$ cat config.mk
export PLATFORM = sky130hd
export DESIGN_NAME = fsr_receiver
export DESIGN_NICKNAME = d
export VERILOG_FILES = /design/src/rtl/fsr_pkg.sv /design/src/rtl/fsr_start_detect.sv /design/src/rtl/fsr_frame_ctrl.sv /design/src/rtl/fsr_shifter.sv /design/src/rtl/fsr_hold_regs.sv /design/src/rtl/fsr_receiver.sv
export SDC_FILE = /design/constraint.sdc
export NUM_CORES = 1
export LEC_CHECK = 0
export ABC_AREA = 0
export BUFFER_PORTS_ARGS = -buffer_cell sky130_fd_sc_hd__buf_4
export CAP_MARGIN = 10
export CORE_MARGIN = 4
export CORE_UTILIZATION = 65
export DETAILED_ROUTE_END_ITERATION = 12
export GPL_ROUTABILITY_DRIVEN = 0
export PLACE_DENSITY = 0.86
export SKIP_LAST_GASP = 1
export SLEW_MARGIN = 10
export SYNTH_ARGS = -nofsm -noshare
export SYNTH_HDL_FRONTEND = slang
export SYNTH_HIERARCHICAL = 1
export SYNTH_SLANG_ARGS = --single-unit
$ cat constraint.sdc
create_clock -name clk -period 5.55 [get_ports clk]
set_input_delay 1.11 -clock clk [delete_from_list [all_inputs] [get_ports clk]]
set_output_delay 1.11 -clock clk [all_outputs]
set_load 0.05 [all_outputs]
$ cat src/rtl/fsr_pkg.sv
package fsr_pkg;

  typedef enum logic [2:0] {
    ST_OFF,
    ST_WAIT,
    ST_DELAY,
    ST_SYNC,
    ST_DATA
  } fsr_state_e;

  typedef enum logic [1:0] {
    START_CONT = 2'd0,
    START_RISE = 2'd1,
    START_FALL = 2'd2,
    START_ANY  = 2'd3
  } fsr_start_e;

  localparam logic [1:0] ADDR_HOLD = 2'd0;
  localparam logic [1:0] ADDR_STAT = 2'd1;
  localparam logic [1:0] ADDR_SYNC = 2'd2;

  // Start event decision from the current and previous frame-sync level
  function automatic logic start_hit(input logic [1:0] sel, input logic fs_now, input logic fs_prev);
    logic rise;
    logic fall;
    rise = fs_now & ~fs_prev;
    fall = ~fs_now & fs_prev;
    case (sel)
      START_CONT: start_hit = 1'b1;
      START_RISE: start_hit = rise;
      START_FALL: start_hit = fall;
      default:    start_hit = rise | fall;
    endcase
  endfunction

endpackage

$ cat src/rtl/fsr_start_detect.sv
module fsr_start_detect
  import fsr_pkg::*;
(
  input  logic       clk,
  input  logic       rst_n,
  input  logic       fs_in,
  input  logic [1:0] sel,
  output logic       start_evt
);

  logic fs_q;

  always_ff @(posedge clk or negedge rst_n) begin
    if (!rst_n) fs_q <= 1'b0;
    else        fs_q <= fs_in;
  end

  assign start_evt = start_hit(sel, fs_in, fs_q);

endmodule

$ cat src/rtl/fsr_frame_ctrl.sv
module fsr_frame_ctrl
  import fsr_pkg::*;
#(
  parameter int DLY_W  = 8,
  parameter int LEN_W  = 5,
  parameter int SLEN_W = 5,
  parameter int WCNT_W = 4,
  localparam int IDX_W = (LEN_W > SLEN_W) ? LEN_W : SLEN_W
) (
  input  logic              clk,
  input  logic              rst_n,
  input  logic              en_cmd,
  input  logic              dis_cmd,
  input  logic              start_evt,
  input  logic [DLY_W-1:0]  cfg_delay,
  input  logic [SLEN_W-1:0] cfg_sync_len,
  input  logic [LEN_W-1:0]  cfg_data_len,
  input  logic [WCNT_W-1:0] cfg_words,
  output logic              enabled,
  output logic              sample_en,
  output logic              in_sync,
  output logic [IDX_W-1:0]  bit_idx,
  output logic              word_done,
  output logic              sync_done
);

  fsr_state_e        state;
  logic [DLY_W-1:0]  dly_cnt;
  logic [WCNT_W-1:0] word_idx;
  logic [IDX_W-1:0]  sync_last;
  logic [IDX_W-1:0]  data_last;
  logic              field_last;
  fsr_state_e        first_field;

  assign sync_last   = IDX_W'(cfg_sync_len) - 1'b1;
  assign data_last   = IDX_W'(cfg_data_len);
  assign first_field = (cfg_sync_len != '0) ? ST_SYNC : ST_DATA;

  assign enabled    = (state != ST_OFF);
  assign in_sync    = (state == ST_SYNC);
  assign sample_en  = ((state == ST_SYNC) || (state == ST_DATA)) && !dis_cmd;
  assign field_last = in_sync ? (bit_idx == sync_last) : (bit_idx == data_last);
  assign word_done  = sample_en && (state == ST_DATA) && field_last;
  assign sync_done  = sample_en && (state == ST_SYNC) && field_last;

  always_ff @(posedge clk or negedge rst_n) begin
    if (!rst_n) begin
      state    <= ST_OFF;
      dly_cnt  <= '0;
      word_idx <= '0;
      bit_idx  <= '0;
    end else if (dis_cmd) begin
      state   <= ST_OFF;
      bit_idx <= '0;
    end else begin
      case (state)
        ST_OFF: if (en_cmd) state <= ST_WAIT;
        ST_WAIT: begin
          if (start_evt) begin
            if (cfg_delay != '0) begin
              state   <= ST_DELAY;
              dly_cnt <= cfg_delay;
            end else begin
              state    <= first_field;
              bit_idx  <= '0;
              word_idx <= '0;
            end
          end
        end
        ST_DELAY: begin
          if (dly_cnt == DLY_W'(1)) begin
            state    <= first_field;
            bit_idx  <= '0;
            word_idx <= '0;
          end else begin
            dly_cnt <= dly_cnt - 1'b1;
          end
        end
        ST_SYNC: begin
          if (field_last) begin
            state    <= ST_DATA;
            bit_idx  <= '0;
            word_idx <= '0;
          end else begin
            bit_idx <= bit_idx + 1'b1;
          end
        end
        ST_DATA: begin
          if (field_last) begin
            bit_idx <= '0;
            if (word_idx == cfg_words) state <= ST_WAIT;
            else                       word_idx <= word_idx + 1'b1;
          end else begin
            bit_idx <= bit_idx + 1'b1;
          end
        end
        default: state <= ST_OFF;
      endcase
    end
  end

endmodule

$ cat src/rtl/fsr_shifter.sv
module fsr_shifter #(
  parameter int DW    = 32,
  parameter int IDX_W = 5
) (
  input  logic             clk,
  input  logic             rst_n,
  input  logic             sample_en,
  input  logic             bit_in,
  input  logic             msb_first,
  input  logic [IDX_W-1:0] bit_idx,
  output logic [DW-1:0]    word_next
);

  logic [DW-1:0] acc;

  // Put one received bit into a partly built word
  function automatic logic [DW-1:0] place_bit(input logic [DW-1:0] base, input logic b,
                                              input logic [IDX_W-1:0] idx, input logic msb);
    logic [DW-1:0] tmp;
    if (msb) begin
      tmp = {base[DW-2:0], b};
    end else begin
      tmp      = base;
      tmp[idx] = b;
    end
    return tmp;
  endfunction

  assign word_next = place_bit((bit_idx == '0) ? '0 : acc, bit_in, bit_idx, msb_first);

  always_ff @(posedge clk or negedge rst_n) begin
    if (!rst_n)         acc <= '0;
    else if (sample_en) acc <= word_next;
  end

endmodule

$ cat src/rtl/fsr_hold_regs.sv
module fsr_hold_regs
  import fsr_pkg::*;
#(
  parameter int DW = 32
) (
  input  logic          clk,
  input  logic          rst_n,
  input  logic          word_done,
  input  logic          sync_done,
  input  logic [DW-1:0] word_val,
  input  logic          enabled,
  input  logic          rd_en,
  input  logic [1:0]    rd_addr,
  output logic [DW-1:0] rd_data,
  output logic          rdy,
  output logic          ovr
);

  logic [DW-1:0] hold_q;
  logic [DW-1:0] sync_q;
  logic          rd_hold_hit;
  logic          rd_stat_hit;

  assign rd_hold_hit = rd_en && (rd_addr == ADDR_HOLD);
  assign rd_stat_hit = rd_en && (rd_addr == ADDR_STAT);

  always_ff @(posedge clk or negedge rst_n) begin
    if (!rst_n) begin
      hold_q <= '0;
      sync_q <= '0;
      rdy    <= 1'b0;
      ovr    <= 1'b0;
    end else begin
      if (word_done) hold_q <= word_val;
      if (sync_done) sync_q <= word_val;
      if (word_done)        rdy <= 1'b1;
      else if (rd_hold_hit) rdy <= 1'b0;
      if (word_done && rdy && !rd_hold_hit) ovr <= 1'b1;
      else if (rd_stat_hit)                 ovr <= 1'b0;
    end
  end

  always_comb begin
    case (rd_addr)
      ADDR_HOLD: rd_data = hold_q;
      ADDR_STAT: rd_data = {{(DW-3){1'b0}}, ovr, rdy, enabled};
      ADDR_SYNC: rd_data = sync_q;
      default:   rd_data = '0;
    endcase
  end

endmodule

$ cat src/rtl/fsr_receiver.sv
module fsr_receiver
  import fsr_pkg::*;
#(
  parameter int DW     = 32,
  parameter int DLY_W  = 8,
  parameter int SYNC_W = 16,
  parameter int WCNT_W = 4,
  localparam int LEN_W  = $clog2(DW),
  localparam int SLEN_W = $clog2(SYNC_W + 1),
  localparam int IDX_W  = (LEN_W > SLEN_W) ? LEN_W : SLEN_W
) (
  input  logic              clk,
  input  logic              rst_n,
  input  logic              en_cmd,
  input  logic              dis_cmd,
  input  logic              rx_data,
  input  logic              rx_fs,
  input  logic [1:0]        cfg_start_sel,
  input  logic [DLY_W-1:0]  cfg_delay,
  input  logic [SLEN_W-1:0] cfg_sync_len,
  input  logic [LEN_W-1:0]  cfg_data_len,
  input  logic              cfg_msb_first,
  input  logic [WCNT_W-1:0] cfg_words,
  input  logic              rd_en,
  input  logic [1:0]        rd_addr,
  output logic [DW-1:0]     rd_data,
  output logic              rx_rdy,
  output logic              rx_ovr
);

  logic             start_evt;
  logic             enabled;
  logic             sample_en;
  logic             in_sync;
  logic [IDX_W-1:0] bit_idx;
  logic             word_done;
  logic             sync_done;
  logic [DW-1:0]    word_next;

  fsr_start_detect u_start (
    .clk       (clk),
    .rst_n     (rst_n),
    .fs_in     (rx_fs),
    .sel       (cfg_start_sel),
    .start_evt (start_evt)
  );

  fsr_frame_ctrl #(
    .DLY_W  (DLY_W),
    .LEN_W  (LEN_W),
    .SLEN_W (SLEN_W),
    .WCNT_W (WCNT_W)
  ) u_ctrl (
    .clk          (clk),
    .rst_n        (rst_n),
    .en_cmd       (en_cmd),
    .dis_cmd      (dis_cmd),
    .start_evt    (start_evt),
    .cfg_delay    (cfg_delay),
    .cfg_sync_len (cfg_sync_len),
    .cfg_data_len (cfg_data_len),
    .cfg_words    (cfg_words),
    .enabled      (enabled),
    .sample_en    (sample_en),
    .in_sync      (in_sync),
    .bit_idx      (bit_idx),
    .word_done    (word_done),
    .sync_done    (sync_done)
  );

  fsr_shifter #(
    .DW    (DW),
    .IDX_W (IDX_W)
  ) u_shift (
    .clk       (clk),
    .rst_n     (rst_n),
    .sample_en (sample_en),
    .bit_in    (rx_data),
    .msb_first (cfg_msb_first),
    .bit_idx   (bit_idx),
    .word_next (word_next)
  );

  fsr_hold_regs #(
    .DW (DW)
  ) u_hold (
    .clk       (clk),
    .rst_n     (rst_n),
    .word_done (word_done),
    .sync_done (sync_done),
    .word_val  (word_next),
    .enabled   (enabled),
    .rd_en     (rd_en),
    .rd_addr   (rd_addr),
    .rd_data   (rd_data),
    .rdy       (rx_rdy),
    .ovr       (rx_ovr)
  );

endmodule

### Yosys cells after proc, flatten, opt, wreduce, memory -nomap -nowiden

Cells that the tools add are included.
W data, S select, Z words.

| word-level totals | value |
|---|---|
| register bits | 119 |
| latch bits | 0 |
| RAM bits | 0 |
| bits in read-only memories | 0 |
| output and inout port bits | 34 |
| memories kept | 0 |

| cells by class | value |
|---|---|
| add/sub/neg operators | 4 |
| multipliers | 0 |
| div/mod/pow operators | 0 |
| magnitude comparators | 2 |
| equal/unequal tests | 27 |
| shifts and indexed selects | 0 |
| multiplexer cells | 39 |
| bitwise logic cells | 6 |
| reduce and logical (&&, ||, !) cells | 30 |

Operators with widths:

| operator | count |
|---|---|
| $pmux W32 S3 | 1 |
| $mux W32 | 2 |
| $bwmux W32 | 1 |
| $mux W3 | 9 |
| $mux W5 | 5 |
| $mux W4 | 6 |
| $mux W8 | 3 |
| $pmux W4 S4 | 1 |
| $pmux W8 S2 | 1 |
| $ne A3 B3 Y1 const B | 5 |
| $pmux W3 S5 | 1 |
| $pmux W5 S3 | 1 |
| $eq A5 B5 Y1 | 2 |
| $logic_and A1 B1 Y1 | 10 |
| $ne A2 B2 Y1 const B | 5 |
| $eq A8 B1 Y1 const B | 1 |
| $reduce_and A8 Y1 | 1 |
| $reduce_bool A4 Y1 | 2 |
| $reduce_bool A8 Y1 | 1 |
| $sub A8 B1 Y8 const B | 1 |
| $eq A3 B2 Y1 const B | 2 |
| $lt A5 B6 Y1 const B | 1 |
| $mux W1 | 6 |
| $ne A2 B1 Y1 const B | 3 |
| other kinds (27) | 37 |

### Longest topological paths before layout

Gate-level depths: netlist of the first run.

| logic depth | value |
|---|---|
| depth in word-level cells | 8 |
| gate-level depth with buffers | 11 |
| gate-level depth less buffers | 10 |

### Cells and area by module

Netlist of the first run, hierarchy kept.

Modules (own cells, without submodules):

| module | instances | cells an instance | area an instance (um^2) |
|---|---|---|---|
| fsr_hold_regs | 1 | 218 | 2996.6 |
| fsr_shifter | 1 | 312 | 2613.8 |
| fsr_frame_ctrl | 1 | 201 | 1651.6 |
| fsr_start_detect | 1 | 9 | 85.1 |

### Least setup slack after synthesis of the first run

Ideal clock, no wire load.

| path | value |
|---|---|
| kind | input -> output |
| start point | in rd_addr[1] |
| end point | out rd_data[10] |
| arrival | 2.209 ns |
| data required time | 4.440 ns |
| path slack | 2.231 ns |
| stages | 4 |
| path buffers | 2 |
| cells stage by stage | buf_4 buf_4 mux2i_1 nor2_1 |

| on the way | value |
|---|---|
| cells in the longest elaborated chain, start to end | 2 |
| elaborated cells on any way between the ends | 4 |

RTL lines:

| what | line | RTL |
|---|---|---|
| start, declared | fsr_receiver.sv:25 | `input logic [1:0] rd_addr,` |
| $eq A2 B2 Y1 (tied with other cells) | fsr_hold_regs.sv:44 | `case (rd_addr)` |
| $pmux W32 S3 * | fsr_hold_regs.sv:44 |  |
| end, declared | fsr_receiver.sv:26 | `output logic [DW-1:0] rd_data,` |

Every way passes the cells marked *; elsewhere a longest branch is shown, timed or not.

### Final worst setup path of the first run

| path | value |
|---|---|
| start point | in rd_addr[1] |
| end point | out rd_data[26] |

The elaborated chain is that of the path after synthesis.

==> results list, run 1 <==
- Across the run, the number of max-cap violations was 0.
- The pre-antenna-repair detailed-routing pass consisted of 6 iterations.
- Instance count after placement with tap cells included: roughly 900
* Vertical die dimension: around 110 um
- By area the synthesized netlist is led by dfrtp_1 (41%), mux2_2 (11%), mux2i_1 (6.4%).
* Cell Int Power: ~1.9 mW
- CTS Root Buffer Type: clkbuf_16
- Synth Cell Area: 7347 sq um
- Cell row count: 38
* Top fanout value on the critical path: 35
- Top-level port count: between 60 and 70
- Walking the worst path, the cells encountered are buf_4, mux2i_1, nor2_1, buf_4.
- Period minus WS final: about 3.3 ns
* Die outline width: roughly 110 um
- Counting both buffers and inverters, the worst setup path holds a total of 2.
- Worst hold stages: 1
* Worst reg2reg setup slack: 2.78 ns
- Power density over the cells: approximately 320 nW/um^2
* H-tree lvl count: 4
* Largest incremental delay on the critical path: between 0.4 and 0.5 ns
* Post-cts resize count: 0
- Data on the critical path is required at its endpoint by around 4.4 ns.
* Post-synth ARST share: 100.0%
- With fillers left out, the area of the finished cells amounts to between 8000 and 9000 sq um.
- Static timing analysis puts the maximum clock frequency at 299.5 MHz.
- Detailed placement finished with a half-perimeter wire length of 12,030 um.
* Mean number of vias per cell: 6.917
* Post-route DRC violation count: 0
- Clock tree synthesis found a total of ~120 sinks.
- Port buffering added 67 buffers.
- Worst Hold Launch: u_hold/hold_q[22]$_DFFE_PN0P_
* Critical path's most frequent cell: buf_4
* Capture instance of the worst register-to-register path: u_hold/sync_q[23]$_DFFE_PN0P_
- Clock tree from TritonCTS: done
- Setup repair after global routing left no endpoint under its margin.
- Pin count of the biggest net entering global routing: 78
* Number of DRC violations after detailed-routing iteration 0: ~770
- CTS buffer count: 17
* Number of inserted diodes: 0
- The post-route netlist has 25.54% of its cells at a drive strength greater than 1.
* Startpoint of the worst register-to-register path: u_ctrl/bit_idx[2]$_DFFE_PN0P_
- Die area: around 13,000 sq um
- Post-CTS Hold Buffers: 0
- The first global-routing pass estimated 32,160 um of wire.
- Reg2reg path depth: 8
- Tightest Hold Check Type: flip-flop to flip-flop
- Synthesis handed over a netlist of 740 instances.
* Switching part of the total power: just over 30%
* Area post-placement: slightly below 8000 sq um
- Dividing the detail-routed wire length by the instance count gives 21.06 um.
- Measured against its own limit, the worst slew margin works out to between 10% and 20%.
- The number of max-slew violations in the final report was 0.
- Endpoint, Worst Hold: u_hold/hold_q[22]$_DFFE_PN0P_
- The clock reaches the later pin of the worst-skew pair after around 0.42 ns.
- In the finished design, the share of the clock period the worst path needs comes to 60.15%.
- Clock-pin slew of the registers on the worst-case setup and hold paths: ~0.060 ns
* Antenna viol nets, final: 0
- In the final timing run, aggregate negative setup slack is 0 ns.
* Leakage: about 4.0 nW
- Yosys mapped the design onto 75 distinct sky130hd cell types.
* Overall Global Routing Usage: 31.20%
* Clock skew after layout: approximately 0.0055 ns
- Area of the placeable core: ~11,000 sq um
* Fraction of the yosys area taken by sequential cells: 40.53%
- Setup violations remaining at the end of the flow were counted as 0.
* Critical-path cell with the highest stage delay: buf_4
* Final Hold Vio Count: 0
- Maximum root-to-sink buffer count: 2
* Total of flip-flops plus latches after synthesis: between 100 and 150
- Initial antenna violation count: 0
- From synthesis to final layout, the design area changed by 14.82%.
- Measured slew at the worst slew-check pin: ~1.3 ns
- For this block, the routed nets add up to between 15,000 and 20,000 um of wire.
- Net count reported at finish: between 800 and 900
- The setup path with the least slack is of type primary input to output pin.
- Final instance count without filler cells: ~930
- For this design the total switching power over the nets is ~830 uW.
* Top cell family by delay on the critical path: buffers and inverters
* Crit path arrival time: roughly 2.2 ns
- Dominant cell type by area after synthesis: dfrtp_1
- Detailed-route via count: 6,440
- The share of total power dissipated in combinational logic is approximately 20%.
* Number of global-route vias before repair: ~6,400
- The flow ran to the end, and the final reports show no timing, DRC or antenna violations.
- Summed over all layers, the global routing overflow is 0.
* Sequential fraction of design power: 38.3%
* Clock network power share: between 40% and 50%
- A synthesized cell averages about 9.9 sq um.
- Fraction of synthesized cell area taken by the top area cell type: between 40% and 50%
- Yosys mapped a number of flops with a built-in enable equal to 0.
- When the netlist entered floorplanning its net count stood at between 700 and 800.
- STA classifies the critical path endpoint as an output pin.
- Max VDD drop: 219.1 uV
- Initial cell density of the core: about two thirds
* # Post-CTS Setup Buffers: 0
- Total number of yosys warnings: 6
* Worst Setup Start Kind: primary input
- Among all flip-flop cells after synthesis, the most frequent one is dfrtp_1.
[synthesized netlist by cell type (11+ instances only)]
| master | count |
|---|---|
| a21o_1 | 13 |
| a21oi_1 | 40 |
| a221o_1 | 12 |
| buf_2 | 15 |
| buf_4 | 12 |
| clkbuf_1 | 26 |
| dfrtp_1 | 119 |
| inv_1 | 15 |
| mux2_2 | 72 |
| mux2i_1 | 47 |
| nand2_1 | 36 |
| nand2b_1 | 11 |
| nand3_1 | 16 |
| nor2_1 | 67 |
| nor3_1 | 16 |
| nor4_1 | 11 |
| o21ai_0 | 30 |
| xnor2_1 | 13 |
[cells in the final DEF (no fill, tap or decap), types with 4 or more instances in the layout]
cell	synthesis	final
nand2b_1	11	11
o31ai_1	5	5
dfrtp_1	119	119
a22o_1	7	7
nand3_1	16	16
nor3_1	16	15
mux2_2	72	72
a221o_1	12	12
inv_1	15	15
nand2_1	36	36
nor2_1	67	66
nand4_1	7	7
clkbuf_16	0	17
ha_1	7	7
xnor2_1	13	13
o2bb2ai_1	7	7
nor4b_1	4	4
buf_4	12	80
a22oi_1	10	10
o211ai_1	4	4
and2_1	6	6
a31oi_1	10	10
nor2b_1	9	9
or3_1	4	4
nand3b_1	5	5
mux2i_1	47	47
nand4b_1	7	7
nor4_1	11	11
a32oi_1	5	5
o22ai_1	4	4
a21o_1	13	13
o21ai_0	30	30
a21oi_1	40	38
[registers in the layout, indices dropped and copies added, names as in the netlist]
name             flops
u_hold/hold_q       32
u_hold/sync_q       32
u_shift/acc         32
u_ctrl/dly_cnt       8
u_ctrl/bit_idx       5
u_ctrl/word_idx      4
u_ctrl/state         3
u_hold/ovr           1
u_hold/rdy           1
u_start/fs_q         1
[layout make-up]
type / count / area, sq um
clock buffer: 21 / 470.5
clock inverter: 11 / 146.4
fill: 714 / 2500
inverter: 16 / 60.06
multi-input combinational: 544 / 4005
sequential: 119 / 2978
tap: 140 / 175.2
timing repair buffer: 80 / 600.6
[cell families after synthesis]
logic type | Yosys count | synth area share, %
buf+inv | 77 | 5.228
fa+ha+maj | 7 | 1.192
compound gates | 173 | 16.21
xor+xnor | 13 | 1.550
mux | 122 | 17.95
flops | 119 | 40.53
simple gates | 229 | 17.34
[metrics by stage]
step	total power, mW	hold WS, ns	utilization [%]	worst slack (ns)
3_3_place_gp	1.542	0.4695	71.50	2.100
5_1_grt	2.855	0.5301	77.14	2.140
6_report	2.736	0.5062	77.14	2.211
2_1_floorplan	1.426	0.4579	-	2.231
4_1_cts	2.727	0.5071	77.14	2.226
3_5_place_dp	1.572	0.4825	71.50	1.919
[power groups by stage]
stage,registers (mW),logic (mW),clock network (mW)
CTS,1.04,0.525,1.16
floorplan,1.02,0.406,0
finish,1.05,0.537,1.15
detailed placement,1.05,0.518,0
global placement,1.05,0.494,0
global route,1.06,0.588,1.21
[per-layer routing]
layer | vias up | wire (um) | track usage (%)
li1 | 2818 | - | -
met2 | 410 | 9404 | 50.31
met4 | 0 | 673 | 13.46
met1 | 3133 | 7834 | 40.80
met3 | 79 | 1698 | 6.765
met5 | - | 0 | 0
[how the worst max path moves through the flow]
| stage | startpoint | to | cells past startpoint |
|---|---|---|---|
| 6_report | rd_addr[1] | rd_data[26] | 4 |
| 5_1_grt | rd_addr[1] | rd_data[0] | 4 |
| 4_1_cts | rd_addr[1] | rd_data[26] | 4 |
| 3_5_place_dp | cfg_sync_len[0] | u_hold/sync_q[23]$_DFFE_PN0P_ | 10 |
| 3_3_place_gp | cfg_sync_len[0] | u_hold/sync_q[21]$_DFFE_PN0P_ | 10 |
| 2_1_floorplan | rd_addr[1] | rd_data[10] | 4 |
Power figures use the tool's default switching activity.
==> run 2: changes to the inputs <==
--- a/config.mk
+++ b/config.mk
@@ -9,10 +9,10 @@
 export BUFFER_PORTS_ARGS = -buffer_cell sky130_fd_sc_hd__buf_4
 export CAP_MARGIN = 10
 export CORE_MARGIN = 4
-export CORE_UTILIZATION = 65
+export CORE_UTILIZATION = 54
 export DETAILED_ROUTE_END_ITERATION = 12
 export GPL_ROUTABILITY_DRIVEN = 0
-export PLACE_DENSITY = 0.86
+export PLACE_DENSITY = 0.76
 export SKIP_LAST_GASP = 1
 export SLEW_MARGIN = 10
 export SYNTH_ARGS = -nofsm -noshare
==> constraint.sdc (replaced) <==
create_clock -name clk -period 2.85 [get_ports clk]
set_input_delay 0.57 -clock clk [delete_from_list [all_inputs] [get_ports clk]]
set_output_delay 0.57 -clock clk [all_outputs]
set_load 0.05 [all_outputs]
==> run 2 against run 1 <==
Worst hold slack got worse by 0.33 ns; flip-flop and latch count stayed put; final cell count rose by 5.5%; clock power up 76%; non-clock buffer count increased by 16; combinational power up 97%; critical path depth rose by 2; critical path type is now flip-flop to flip-flop.
==> results list, run 2 (synthesized netlist as in run 1, its figures left out) <==
- Top-level port count: 68 (unchanged)
* Number of max-slew violations in the final report: 0 (unchanged)
- The wire length of the first global-routing pass came to 31,210 um (was 32,160 um).
- The antenna cell count was 0 (unchanged).
* Number of optimization iterations in the first detailed-route pass: 6 (unchanged)
- The count of input and output buffers was 67 (unchanged).
- The instance count after placement with tap cells included is 951 (was 899).
- The number of hold buffers added after CTS was 0 (unchanged).
* Maximum root-to-sink buffer count: 2 (unchanged)
- The number of remaining DRC errors came to 0 (unchanged).
* Worst Setup Start Kind: flip-flop (was primary input)
- The highest-delay cell along the critical path is dfrtp_1 (was buf_4).
* Largest registers ranked by flip-flop count: u_hold/hold_q (32), u_hold/sync_q (32), u_shift/acc (32) (unchanged)
- The later-pin clock latency in the skew report is 0.42 ns (about the same).
- The number of setup buffers added after CTS was 0 (unchanged).
* Detailed-route via count: 6,210 (was 6,440)
* Initial cell density of the core: 55.26% (was 67.19%)
* Max VDD drop: 373.4 uV (was 219.1 uV)
* Period minus WS final: between 2 and 3 ns
- The total negative setup slack was 0 ns (unchanged).
* Total congestion overflow after global routing: 0 (unchanged)
- Post-cts resize count: 0 (unchanged)
- CTS Root Buffer Type: clkbuf_16 (unchanged)
- Post-layout util: 64.46% (was 77.14%)
- The total area of multi-input combinational cells came to 4005 sq um (unchanged).
- The worst-path maximum fanout came to 19 (was 35).
* Number of global-route vias before repair: 6,249 (was 6,401)
- Number of DRC violations after detailed-routing iteration 0: 683 (was 766)
* Antenna viol nets, final: 0 (unchanged)
- The final setup violation count came to 0 (unchanged).
- Tightest Hold Check Type: primary input to async pin (was flip-flop to flip-flop)
* Top cell family by delay on the critical path: simple AND/OR/NAND/NOR gates (was buffers and inverters)
* Footprint of the flip-flops and latches: 2978 sq um (unchanged)
- Die outline width: 124.6 um (was 114.3 um)
- Measured slew at the worst slew-check pin: 0.9299 ns (was 1.271 ns)
- Endpoint class of the critical path: flip-flop (was output pin)
* Power, Total: 5.124 mW (was 2.736 mW)
* Area growth from synthesis to layout: 16.64% (was 14.82%)
- Number of buffer and inverter stages on the critical path: 1 (was 2)
- The leading cell type in the layout, fill and taps excluded is dfrtp_1 (unchanged).
- The total placed instance area came to 8009 sq um (was 7819 sq um).
* Mean number of vias per cell: 6.324 (was 6.917)
* Clock tree from TritonCTS: done (unchanged)
- Pin count of the biggest net entering global routing: 50 (was 78)
* Largest incremental delay on the critical path: 0.63 ns (was 0.48 ns)
- Clock-pin slew of the registers on the worst-case setup and hold paths: 0.05 ns (was 0.06 ns)
- Portion of the clock cycle consumed by the worst path in the final layout: between 90% and 100%
* Worst Setup Path Type: flip-flop to flip-flop (was primary input to output pin)
- H-tree lvl count: 4 (unchanged)
- The area of all placed cells without fillers came to 8569 sq um (was 8436 sq um).
- RSZ-0062 raised after global routing: no (unchanged)
- Final critical-path setup slack: 0.2654 ns (was 2.211 ns)
* Wirelength per Cell: 19.29 um (was 21.06 um)
- CTS buffer count: 17 (unchanged)
* Leakage: 4.078 nW (was 4.019 nW)
- Cells along the critical path: nor4_1, nor3_1, buf_4, o21ai_0, nand3_1, mux2_2 (was buf_4, mux2i_1, nor2_1, buf_4).
- Number of max-cap violations: 0 (unchanged)
- The data arrival time at the worst-slack endpoint came to 2.88 ns (was 2.23 ns).
- The global-route usage over all layers was 24.32% (was 31.20%).
- The number of core rows is 42 (was 38).
* Vertical die dimension: 124.6 um (was 114.3 um)
* Power density over the cells: 597.9 nW/um^2 (was 324.3 nW/um^2)
- The fraction of layout instances using a drive strength above 1 came to 26.80% (was 25.54%).
* Final Hold Vio Count: 0 (unchanged)
* Die area: 15,540 sq um (was 13,070 sq um)
- The worst slew margin relative to its limit is 37.53% (was 14.59%).
- The post-DP HPWL is 12,920 um (was 12,030 um).
* DP Worst Slack: -0.07493 ns (was 1.919 ns)
- Status: finished, final reports clean (unchanged)
- Total Routed Length: 18,940 um (was 19,610 um)
- Initial antenna violation count: 0 (unchanged)
- Clock skew after layout: 0.006564 ns (was 0.005532 ns)
- The area of the placeable core was 13,300 sq um (was 10,940 sq um).
- The clock sink total came to 119 (unchanged).
- The data required time of the worst path is 3.15 ns (was 4.44 ns).
- Worst hold margin: 0.1791 ns (was 0.5062 ns)
- Derived from the worst setup path, the maximum achievable clock frequency is slightly below 400 MHz.
- Commonest cells after routing, fill and taps aside: dfrtp_1 (119), buf_4 (94), mux2_2 (72), nor2_1 (66), mux2i_1 (47) (was dfrtp_1 (119), buf_4 (80), mux2_2 (72), nor2_1 (66), mux2i_1 (47)).
- Net count reported at finish: 835 (was 819)
* Filler cells: 1,063 (was 714)
- The final standard cell count with taps included and fillers excluded was 982 (was 931).
run 2: worst reg2reg max path: stages, from the launching register on:
cell     delay (ns)
dfrtp_1        0.63
nor4_1         0.60
nor3_1         0.29
buf_4          0.25
o21ai_0        0.22
nand3_1        0.18
mux2_2         0.30
run 2: where the power goes:
| group | internal, mW | total (mW) | leakage, nW | switching [mW] |
|---|---|---|---|---|
| Sequential | 1.85 | 2.04 | 1.63 | 0.192 |
| Clock | 1.28 | 2.02 | 0.271 | 0.747 |
| Combinational | 0.432 | 1.06 | 2.18 | 0.625 |
run 2: cell type report:
cell class	instances	area share, %
timing repair buffer	96	8.702
sequential	119	34.75
clock inverter	8	0.8468
clock buffer	23	5.694
tap	176	2.570
inverter	16	0.7008
multi-input combinational	544	46.74
run 2: routing by layer:
layer / GRT usage, % / part of all wire, % / up-vias
met5: 0 / 0 / -
met4: 8.059 / 1.9 / 0
met3: 5.360 / 7.3 / 34
met2: 38.87 / 48 / 282
met1: 32.96 / 43 / 3046
li1: - / - / 2848
run 2: final timing paths:
| kind | start | to | slack (ns) | depth (start not counted) |
|---|---|---|---|---|
| max | u_ctrl/bit_idx[3]$_DFFE_PN0P_ | u_hold/sync_q[6]$_DFFE_PN0P_ | 0.27 | 6 |
| min | rst_n | u_hold/sync_q[8]$_DFFE_PN0P_ | 0.18 | 1 |
| min in group clk | rx_fs | u_start/fs_q$_DFF_PN0_ | 0.28 | 1 |
| max reg2reg | u_ctrl/bit_idx[3]$_DFFE_PN0P_ | u_hold/sync_q[6]$_DFFE_PN0P_ | 0.27 | 6 |
| min reg2reg | u_hold/sync_q[5]$_DFFE_PN0P_ | u_hold/sync_q[5]$_DFFE_PN0P_ | 0.49 | 1 |
| max in group asynchronous | rst_n | u_ctrl/state[0]$_DFFE_PN0P_ | 1.84 | 2 |
